==> src/rtl/csp_pkg.sv <==
package csp_pkg;

    typedef enum logic [2:0] {
        ST_BLANK     = 3'd0,
        ST_CFG_ENC   = 3'd1,
        ST_CFG_PLAIN = 3'd2,
        ST_FAILED    = 3'd3,
        ST_LOCKED    = 3'd4
    } csp_state_e;

    typedef enum logic [1:0] {
        LD_FULL     = 2'd0,
        LD_PARTIAL  = 2'd1,
        LD_FALLBACK = 2'd2,
        LD_IPROG    = 2'd3
    } csp_kind_e;

    typedef struct packed {
        logic       accept;
        logic       reject;
        csp_state_e nxt_state;
        logic       fail_pulse;
        logic       fail_hold;
        logic       loaded;
    } csp_verdict_t;

endpackage

==> src/rtl/csp_decide.sv <==
module csp_decide
    import csp_pkg::*;
(
    input  csp_state_e   state_i,
    input  logic         prog_evt_i,
    input  logic         req_valid_i,
    input  csp_kind_e    req_kind_i,
    input  logic         req_enc_i,
    input  logic         key_match_i,
    input  logic         key_src_bat_i,
    input  logic         bat_key_i,
    input  logic         otp_key_i,
    input  logic         pin_cleared_i,
    input  logic         fb_en_i,
    output csp_verdict_t verdict_o
);

    logic key_held;
    logic kind_ok;

    assign key_held = otp_key_i | bat_key_i;

    // Kind rules: full images only into blank memory,
    // partial images must match the loaded option,
    // fallback and internal reprogram take either option.
    always_comb begin
        unique case (req_kind_i)
            LD_FULL:    kind_ok = (state_i == ST_BLANK) &&
                                  (req_enc_i || !key_held || pin_cleared_i);
            LD_PARTIAL: kind_ok = ((state_i == ST_CFG_ENC)   &&  req_enc_i) ||
                                  ((state_i == ST_CFG_PLAIN) && !req_enc_i);
            default:    kind_ok = 1'b1;
        endcase
    end

    always_comb begin
        verdict_o            = '0;
        verdict_o.nxt_state  = state_i;
        if (prog_evt_i) begin
            // a program event outranks a request in the same cycle
            if (state_i != ST_LOCKED) verdict_o.nxt_state = ST_BLANK;
            verdict_o.reject = req_valid_i;
        end else if (req_valid_i) begin
            if (state_i == ST_LOCKED) begin
                verdict_o.reject = 1'b1;
            end else if (req_enc_i && key_src_bat_i && !bat_key_i) begin
                verdict_o.reject    = 1'b1;
                verdict_o.nxt_state = ST_LOCKED;
            end else if (!kind_ok) begin
                verdict_o.reject = 1'b1;
            end else if (req_enc_i && !key_match_i) begin
                verdict_o.reject     = 1'b1;
                verdict_o.nxt_state  = ST_FAILED;
                verdict_o.fail_pulse = fb_en_i;
                verdict_o.fail_hold  = !fb_en_i;
                verdict_o.loaded     = 1'b1;
            end else begin
                verdict_o.accept = 1'b1;
                if (req_kind_i != LD_PARTIAL) begin
                    verdict_o.nxt_state = req_enc_i ? ST_CFG_ENC : ST_CFG_PLAIN;
                    verdict_o.loaded    = 1'b1;
                end
            end
        end
    end

endmodule

==> src/rtl/csp_init_timer.sv <==
module csp_init_timer #(
    parameter int INIT_LOW_CYC = 4
) (
    input  logic clk,
    input  logic por_n,
    input  logic clear_i,
    input  logic start_i,
    input  logic hold_i,
    output logic init_b_o,
    output logic fallback_req_o
);

    localparam int CNT_W = $clog2(INIT_LOW_CYC + 1);

    typedef struct packed {
        logic [CNT_W-1:0] cnt;
        logic             hold;
        logic             fb;
    } tmr_t;

    tmr_t tmr_d, tmr_q;

    always_comb begin
        tmr_d    = tmr_q;
        tmr_d.fb = 1'b0;
        if (clear_i) begin
            tmr_d = '0;
        end else if (start_i) begin
            tmr_d.cnt  = CNT_W'(INIT_LOW_CYC);
            tmr_d.hold = 1'b0;
        end else if (hold_i) begin
            tmr_d.cnt  = '0;
            tmr_d.hold = 1'b1;
        end else if (tmr_q.cnt != '0) begin
            tmr_d.cnt = tmr_q.cnt - 1'b1;
            tmr_d.fb  = (tmr_q.cnt == CNT_W'(1));
        end
    end

    always_ff @(posedge clk or negedge por_n) begin
        if (!por_n) tmr_q <= '0;
        else        tmr_q <= tmr_d;
    end

    assign init_b_o       = (tmr_q.cnt == '0) && !tmr_q.hold;
    assign fallback_req_o = tmr_q.fb;

    AST_FB_AT_RISE: assert property (@(posedge clk) disable iff (!por_n)
        fallback_req_o |-> (init_b_o && $past(!init_b_o)));

    AST_HOLD_LOW: assert property (@(posedge clk) disable iff (!por_n)
        (!init_b_o && tmr_q.hold && !clear_i && !start_i) |=> !init_b_o);

endmodule

==> src/rtl/csp_readback_gate.sv <==
module csp_readback_gate
    import csp_pkg::*;
(
    input  csp_state_e state_i,
    input  logic       rb_allow_i,
    output logic       readback_ok_o
);

    // Only a plain image opens the readback path, and then only if allowed.
    always_comb begin
        unique case (state_i)
            ST_CFG_PLAIN: readback_ok_o = rb_allow_i;
            default:      readback_ok_o = 1'b0;
        endcase
    end

endmodule

==> src/rtl/cfg_sec_policy.sv <==
module cfg_sec_policy
    import csp_pkg::*;
#(
    parameter int INIT_LOW_CYC = 4
) (
    input  logic       clk,
    input  logic       por_n,
    input  logic       bat_rst_n,
    input  logic       prog_pin_i,
    input  logic       prog_cmd_i,
    input  logic       key_store_i,
    input  logic       otp_key_i,
    input  logic       key_src_bat_i,
    input  logic       rb_allow_i,
    input  logic       fb_en_i,
    input  logic       req_valid_i,
    input  logic [1:0] req_kind_i,
    input  logic       req_enc_i,
    input  logic       key_match_i,
    output logic       accept_o,
    output logic       reject_o,
    output logic       done_o,
    output logic       init_b_o,
    output logic       fallback_req_o,
    output logic       readback_ok_o,
    output logic       locked_o
);

    typedef struct packed {
        csp_state_e state;
        logic       accept;
        logic       reject;
        logic       pin_cleared;
    } pol_t;

    pol_t         pol_d, pol_q;
    logic         bat_key_d, bat_key_q;
    logic         prog_evt;
    csp_verdict_t verdict;

    assign prog_evt = prog_pin_i | prog_cmd_i;

    csp_decide u_decide (
        .state_i       (pol_q.state),
        .prog_evt_i    (prog_evt),
        .req_valid_i   (req_valid_i),
        .req_kind_i    (csp_kind_e'(req_kind_i)),
        .req_enc_i     (req_enc_i),
        .key_match_i   (key_match_i),
        .key_src_bat_i (key_src_bat_i),
        .bat_key_i     (bat_key_q),
        .otp_key_i     (otp_key_i),
        .pin_cleared_i (pol_q.pin_cleared),
        .fb_en_i       (fb_en_i),
        .verdict_o     (verdict)
    );

    always_comb begin
        pol_d        = pol_q;
        pol_d.state  = verdict.nxt_state;
        pol_d.accept = verdict.accept;
        pol_d.reject = verdict.reject;
        if (pol_q.state != ST_LOCKED) begin
            if (prog_pin_i)          pol_d.pin_cleared = 1'b1;
            else if (prog_cmd_i)     pol_d.pin_cleared = 1'b0;
            else if (verdict.loaded) pol_d.pin_cleared = 1'b0;
        end
    end

    always_ff @(posedge clk or negedge por_n) begin
        if (!por_n) begin
            pol_q.state       <= ST_BLANK;
            pol_q.accept      <= 1'b0;
            pol_q.reject      <= 1'b0;
            pol_q.pin_cleared <= 1'b1;
        end else begin
            pol_q <= pol_d;
        end
    end

    // Battery domain: only its own supply-loss reset clears the flag
    always_comb begin
        bat_key_d = bat_key_q | key_store_i;
    end

    always_ff @(posedge clk or negedge bat_rst_n) begin
        if (!bat_rst_n) bat_key_q <= 1'b0;
        else            bat_key_q <= bat_key_d;
    end

    csp_init_timer #(.INIT_LOW_CYC(INIT_LOW_CYC)) u_timer (
        .clk            (clk),
        .por_n          (por_n),
        .clear_i        (prog_evt && (pol_q.state != ST_LOCKED)),
        .start_i        (verdict.fail_pulse),
        .hold_i         (verdict.fail_hold),
        .init_b_o       (init_b_o),
        .fallback_req_o (fallback_req_o)
    );

    csp_readback_gate u_rb (
        .state_i       (pol_q.state),
        .rb_allow_i    (rb_allow_i),
        .readback_ok_o (readback_ok_o)
    );

    assign accept_o = pol_q.accept;
    assign reject_o = pol_q.reject;
    assign done_o   = (pol_q.state == ST_CFG_ENC) || (pol_q.state == ST_CFG_PLAIN);
    assign locked_o = (pol_q.state == ST_LOCKED);

    AST_ONE_VERDICT: assert property (@(posedge clk) disable iff (!por_n)
        req_valid_i |=> (accept_o ^ reject_o));

    AST_NO_STRAY_VERDICT: assert property (@(posedge clk) disable iff (!por_n)
        !req_valid_i |=> (!accept_o && !reject_o));

    AST_ENC_NO_READBACK: assert property (@(posedge clk) disable iff (!por_n)
        (accept_o && $past(req_enc_i) && ($past(req_kind_i) != 2'd1)) |-> !readback_ok_o);

    AST_LOCK_STICKS: assert property (@(posedge clk) disable iff (!por_n)
        locked_o |=> (locked_o && !accept_o && !done_o));

    AST_PARTIAL_KEEPS_DONE: assert property (@(posedge clk) disable iff (!por_n)
        (req_valid_i && !prog_evt && req_kind_i == 2'd1 && done_o) |=> done_o);

    AST_PROG_CLEARS: assert property (@(posedge clk) disable iff (!por_n)
        (prog_evt && !locked_o) |=> (!done_o && !accept_o));

endmodule

==> config.mk <==
export PLATFORM = sky130hd
export DESIGN_NAME = cfg_sec_policy
export DESIGN_NICKNAME = d
export VERILOG_FILES = /design/src/rtl/csp_pkg.sv /design/src/rtl/csp_decide.sv /design/src/rtl/csp_init_timer.sv /design/src/rtl/csp_readback_gate.sv /design/src/rtl/cfg_sec_policy.sv
export SDC_FILE = /design/constraint.sdc
export NUM_CORES = 1
export LEC_CHECK = 0
export BUFFER_PORTS_ARGS = -buffer_cell sky130_fd_sc_hd__buf_2
export CELL_PAD_IN_SITES_DETAIL_PLACEMENT = 2
export CELL_PAD_IN_SITES_GLOBAL_PLACEMENT = 2
export CORE_MARGIN = 3
export CORE_UTILIZATION = 27
export CTS_CLUSTER_SIZE = 40
export DETAILED_ROUTE_END_ITERATION = 6
export GPL_TIMING_DRIVEN = 0
export PLACE_DENSITY = 0.84
export SETUP_SLACK_MARGIN = 0.1
export SKIP_LAST_GASP = 1
export SLEW_MARGIN = 20
export SYNTH_ARGS = -nofsm -noshare
export SYNTH_HDL_FRONTEND = slang
export SYNTH_SLANG_ARGS = --single-unit
==> constraint.sdc <==
create_clock -name clk -period 1.7 [get_ports clk]
set_input_delay 0.34 -clock clk [delete_from_list [all_inputs] [get_ports clk]]
set_output_delay 0.34 -clock clk [all_outputs]
set_load 0.01 [all_outputs]
Word level (Yosys, flattened, before mapping):

Cells that the tools add are included.
W data, S select, Z words.

* mux-type cells: 35
* add/subtract/negate cells: 1
* reduce and logical (&&, ||, !) cells: 30
* equal/unequal tests: 9
* bitwise gates (word level): 3

Operators with widths (count)
* $mux W3: 7
* $mux W1: 18
* $mux W4: 3
* $mux W6: 2
* $reduce_bool A3 Y1: 4
* $logic_and A1 B1 Y1: 8
* $mux W8: 1
* $reduce_bool A4 Y1: 2
* $eq A3 B1 Y1 const B: 2
* $logic_not A1 Y1: 6
* $logic_not A3 Y1: 2
* $ne A2 B1 Y1 const B: 3
* $mux W5: 1
* $reduce_and A5 Y1: 1
* $logic_or A1 B1 Y1: 4
* $mux W2: 2
* $eq A3 B2 Y1 const B: 1
* $eq A3 B3 Y1 const B: 1
* $ne A3 B3 Y1 const B: 1
* $or A1 B1 Y1: 3
* $sub A3 B1 Y3 const B: 1
* $eq A2 B1 Y1 const B: 1
* $logic_not A2 Y1: 1
* $pmux W1 S2: 1
* other kinds (2): 2

* word-level logic and storage cells: 86
* output and inout port bits: 7
* bits in registers: 12

Depth between registers and ports, before layout:

* depth after elaboration: 14
* mapped depth: 6

By module:

A second synthesis with hierarchy kept.

* cells, all modules: 99
* area, all modules: 933.4 sq um

By module, submodules not included
* csp_decide: area an instance 399.1 sq um, seq. area each 0.0 sq um, times used 1, cells each 54
* csp_init_timer: area an instance 265.3 sq um, seq. area each 125.1 sq um, times used 1, cells each 27
* cfg_sec_policy: area an instance 256.5 sq um, seq. area each 176.4 sq um, times used 1, cells each 17
* csp_readback_gate: area an instance 12.5 sq um, seq. area each 0.0 sq um, times used 1, cells each 1

Worst setup path before layout:

OpenSTA, ideal clock, no wires.

* path type: reg2reg
* start: reg pol_q[3] in the netlist's numbering
* end: reg u_timer.tmr_q[4] in the netlist's numbering
* buffers on the path: 0
* stages on the path, launching flop included: 6
* setup time: 0.125 ns
* setup slack: 0.013 ns
* data required time: 1.575 ns
* arrival: 1.562 ns
* cell sequence: dfrtp_1 -> nand2b_1 -> mux2i_4 -> a211oi_4 -> nor4_4 -> mux2_4

* longest elaborated chain between the ends: 12
* elaborated cells between the ends (all ways): 20

Ends and longest elaborated chain
* from (decl): line cfg_sec_policy.sv:36 `pol_t pol_d, pol_q;`
* from (signal assigned): line cfg_sec_policy.sv:77 `pol_q <= pol_d;`
* $eq A3 B1 Y1 or $eq A3 B2 Y1 (tied branches): line csp_decide.sv:30, csp_decide.sv:31
* $logic_and A1 B1 Y1, on equally long branches: line csp_decide.sv:30, csp_decide.sv:31
* $logic_or A1 B1 Y1: line csp_decide.sv:30 `LD_PARTIAL: kind_ok = ((state_i == ST_CFG_ENC) && req_enc_i) ||`
* $pmux W1 S2: line csp_decide.sv:27 `unique case (req_kind_i)`
* $mux W6: line csp_decide.sv:49 `end else if (!kind_ok) begin`
* $mux W3: line csp_decide.sv:46 `end else if (req_enc_i && key_src_bat_i && !bat_key_i) begin`
* $mux W6: line csp_decide.sv:44 `if (state_i == ST_LOCKED) begin`
* $mux W8: line csp_decide.sv:43 `end else if (req_valid_i) begin`
* $mux W3: line csp_decide.sv:39 `if (prog_evt_i) begin`
* $mux W3: line csp_init_timer.sv:31 `end else if (hold_i) begin`
* $mux W4: line csp_init_timer.sv:28 `end else if (start_i) begin`
* $mux W5: line csp_init_timer.sv:26 `if (clear_i) begin`
* to (signal assigned): line csp_init_timer.sv:42 `else tmr_q <= tmr_d;`
* to (decl): line csp_init_timer.sv:21 `tmr_t tmr_d, tmr_q;`

Several ways; a longest one is shown, not always the timed one. The select of a mux whose other input is x is not followed.
A chain may end at the register's enable or synchronous reset.

Worst setup path in the final report:

Ends and elaborated chain as after synthesis.

==> impl_metrics.env <==
export IMPL_dieHeight_um=61.0
export IMPL_syn_nets=102
export IMPL_wl_per_cell_um=15.3
export IMPL_clock_fmax_mhz=609
export IMPL_synth_seq_cells=12
export IMPL_synthesis_instances=84
export IMPL_slowest_delay_ns=0.46
export IMPL_antenna_found_initial=0
export IMPL_cts_buffers=3
export IMPL_final_util_pct=39.5
export IMPL_drc=0
export IMPL_min_to="u_timer.tmr_q[1]"
export IMPL_place_ws_ns=-0.153
export IMPL_first_iter_violations=6
export IMPL_core_rowCount=19
export IMPL_skew_ns=0.00126
export IMPL_required_ns=1.86
export IMPL_synth_area_um2=817
export IMPL_clockBufferDepth=2
export IMPL_clock_latency_ns=0.27
export IMPL_core_area_mm2=0.00283
export IMPL_dp_hpwl_um=1760
export IMPL_power_density_mw_per_mm2=521
export IMPL_holdCritStartpoint="fb_en_i"
export IMPL_cp_start_kind="flip-flop"
export IMPL_cts_tree="yes"
export IMPL_fin_tns_setup_ns=0
export IMPL_path_clk_slew_ns=0.08
export IMPL_max_vdd_ir_drop_uv=187
export IMPL_initial_utilization_pct=28.9
export IMPL_grt_pass1_wl_um=3800
export IMPL_worstSetupEndpointType="flip-flop"
export IMPL_worst_slew_pin_slew_ns=0.442
export IMPL_post_route_period_util_pct=96.6
export IMPL_clock_root_buffer="clkbuf_4"
export IMPL_numClockSinks=12
export IMPL_ys_warn_count=0
export IMPL_crit_fanout=5
export IMPL_r2r_end="u_timer.tmr_q[4]"
export IMPL_setup_violations_final=0
export IMPL_fin_crit_ns=1.64
export IMPL_numPortBuffers=19
export IMPL_r2r_slack_ns=0.06
export IMPL_num_antenna_cells=0
export IMPL_avgSynthCellArea_um2=9.73
export IMPL_r2r_cells=5
export IMPL_p_leak_nw=0.505
export IMPL_hold_ws_ns=0.255
export IMPL_path_cells="nand2b_4 > mux2i_4 > a211oi_4 > nor4_4 > mux2_4"
export IMPL_dieArea_mm2=0.00372
export IMPL_reg2reg_from="pol_q[3]"
export IMPL_cp_top_family="multiplexers"
export IMPL_cap_violations=0
export IMPL_drive_above_1_share_pct=47.8
export IMPL_antenna_left=0
export IMPL_ys_types=33
export IMPL_finalMaxSlewViolations=0
export IMPL_dr_pass1_iters=2
export IMPL_grt_overflow=0
export IMPL_rsz0062_at_grt="yes"
export IMPL_grt_max_degree=12
export IMPL_grt_util_met2_pct=25.8
export IMPL_gp_congestion=0.700
export IMPL_ys_seq_area_share_pct=36.9
export IMPL_crit_arrival_ns=1.80
export IMPL_syn2layout_area_growth_pct=36.8
export IMPL_viasPerCell=5.10
export IMPL_gr_usage_met3_pct=3.35
export IMPL_cp_buffers_inverters=0
export IMPL_grt_busiest_layer="met2"
export IMPL_htree_levels=1
export IMPL_timing_final_ws_setup_ns=0.0579
export IMPL_hold_depth=2
export IMPL_slew_headroom_pct=70.4
export IMPL_io_pins=22
export IMPL_slowest_stage="dfrtp_2"
export IMPL_grt_total_usage_pct=13.7
export IMPL_fillCellCount=319
export IMPL_grt_pass1_vias=852
export IMPL_wl_um=2230
export IMPL_via_count=744
export IMPL_power_w=0.000582
export IMPL_fin_nets=134
export IMPL_use_met1_pct=15.2
export IMPL_min_path_type="in -> reg"
export IMPL_status="completed"
export IMPL_finalHoldViolCount=0
export IMPL_die_x_um=61.0
export IMPL_crit_type="reg -> reg"
==> cells in the final DEF, fill, tap and decap left out, types with 2 or more instances in the layout <==
| cell | n |
|---|---|
| nand4_1 | 2 |
| ha_1 | 2 |
| or2_2 | 2 |
| inv_2 | 2 |
| buf_4 | 6 |
| dfrtp_2 | 3 |
| o21ai_0 | 2 |
| nor2b_1 | 2 |
| dfrtp_1 | 8 |
| mux2i_1 | 2 |
| clkbuf_4 | 3 |
| nor2_2 | 2 |
| nand3_1 | 3 |
| nand2_1 | 9 |
| nor2_1 | 9 |
| buf_2 | 19 |
| dlygate4sd3_1 | 2 |
| a21oi_1 | 5 |
| nand2b_4 | 3 |
| inv_1 | 3 |
==> per-stage QoR <==
stage | cells | instance area [um2]
floorplan | 84 | 817
global placement | 134 | 951
detailed placement | 134 | 951
CTS | 143 | 1090
global route | 146 | 1120
finish | 146 | 1120
==> report_power, final <==
group	leakage (nW)	switching (W)	internal, W
registers	0.148	0.000000208	0.000286
logic	0.336	0.0000363	0.0000266
clock network	0.0210	0.000102	0.000130
==> flip-flops by register name, indices dropped and copies added (netlist names) <==
name                    count
accept_o                    1
reject_o                    1
u_timer.fallback_req_o      1
bat_key_q                   1
u_timer.tmr_q               4
pol_q                       4
==> timing repair <==
item                                    4_1_cts  5_1_grt
endpoints found under the setup margin        9       11
setup buffers                                 3        3
gates resized for setup                      14        2
hold buffers                                  2        0
pin swaps                                     3        1
endpoints found under the hold margin        11        0
==> worst max-delay path by stage <==
stage | startpoint | end | cells past startpoint
after global routing | pol_q[3] | u_timer.tmr_q[2] | 5
after detailed placement | prog_cmd_i | u_timer.tmr_q[4] | 5
after floorplan | req_enc_i | u_timer.tmr_q[4] | 5
after global placement | prog_cmd_i | u_timer.tmr_q[4] | 5
final | pol_q[3] | u_timer.tmr_q[4] | 5
after CTS | pol_q[3] | u_timer.tmr_q[4] | 5
==> metal layers <==
layer | wire (um) | up-vias
met5 | 0 | -
met4 | 0 | 0
met3 | 96 | 0
met2 | 1230 | 17
met1 | 906 | 374
li1 | - | 353
==> Yosys cell counts (all sizes together) <==
cell type / instances / area share (%)
nor2b: 3 / 2.3
and2b: 1 / 0.92
ha: 3 / 4.6
mux2i: 3 / 5.2
a21oi: 5 / 3.1
dfstp: 1 / 3.2
nor2: 11 / 5.1
a311oi: 1 / 3.2
nand3: 4 / 2.5
buf: 2 / 1.8
nand2b: 4 / 3.1
dfrtp: 11 / 34
mux2: 1 / 1.8
o21ai: 2 / 1.2
xnor2: 1 / 1.1
a21o: 1 / 0.92
a211oi: 2 / 4.0
or2: 2 / 1.5
o22ai: 1 / 0.77
and3: 1 / 0.77
o41ai: 1 / 2.0
nand4: 2 / 1.5
o211ai: 1 / 0.92
and2: 1 / 0.77
inv: 5 / 2.3
o31a: 1 / 1.1
nand2: 10 / 4.6
nor3b: 1 / 0.92
o311a: 1 / 2.6
nor4: 1 / 2.6
==> worst reg2reg max path: cells and delay by family (launching register included) <==
family             cells  cell delay, ns
AOI/OAI and AO/OA      1            0.13
muxes                  2            0.55
and+or+nand+nor        2            0.40
DFF                    1            0.46
==> logic make-up after synthesis <==
| group | after synthesis | synth area share, % |
|---|---|---|
| DFF | 12 | 36.9 |
| adders and majority gates | 3 | 4.59 |
| xor gates and xnor gates | 1 | 1.07 |
| AOI/OAI and AO/OA | 16 | 19.8 |
| buffers and inverters | 7 | 4.13 |
| muxes | 4 | 7.04 |
| and+or+nand+nor | 41 | 26.5 |
==> final cells by class <==
type	count	area, um2	area share (%)
Multi-Input combinational cell	65	543	48.6
Sequential cell	12	305	27.3
Timing Repair Buffer	27	160	14.3
Tap cell	31	38.8	3.47
Clock buffer	4	36.3	3.25
Inverter	5	18.8	1.68
Buffer	2	15.0	1.34
Power figures use the tool's default switching activity.
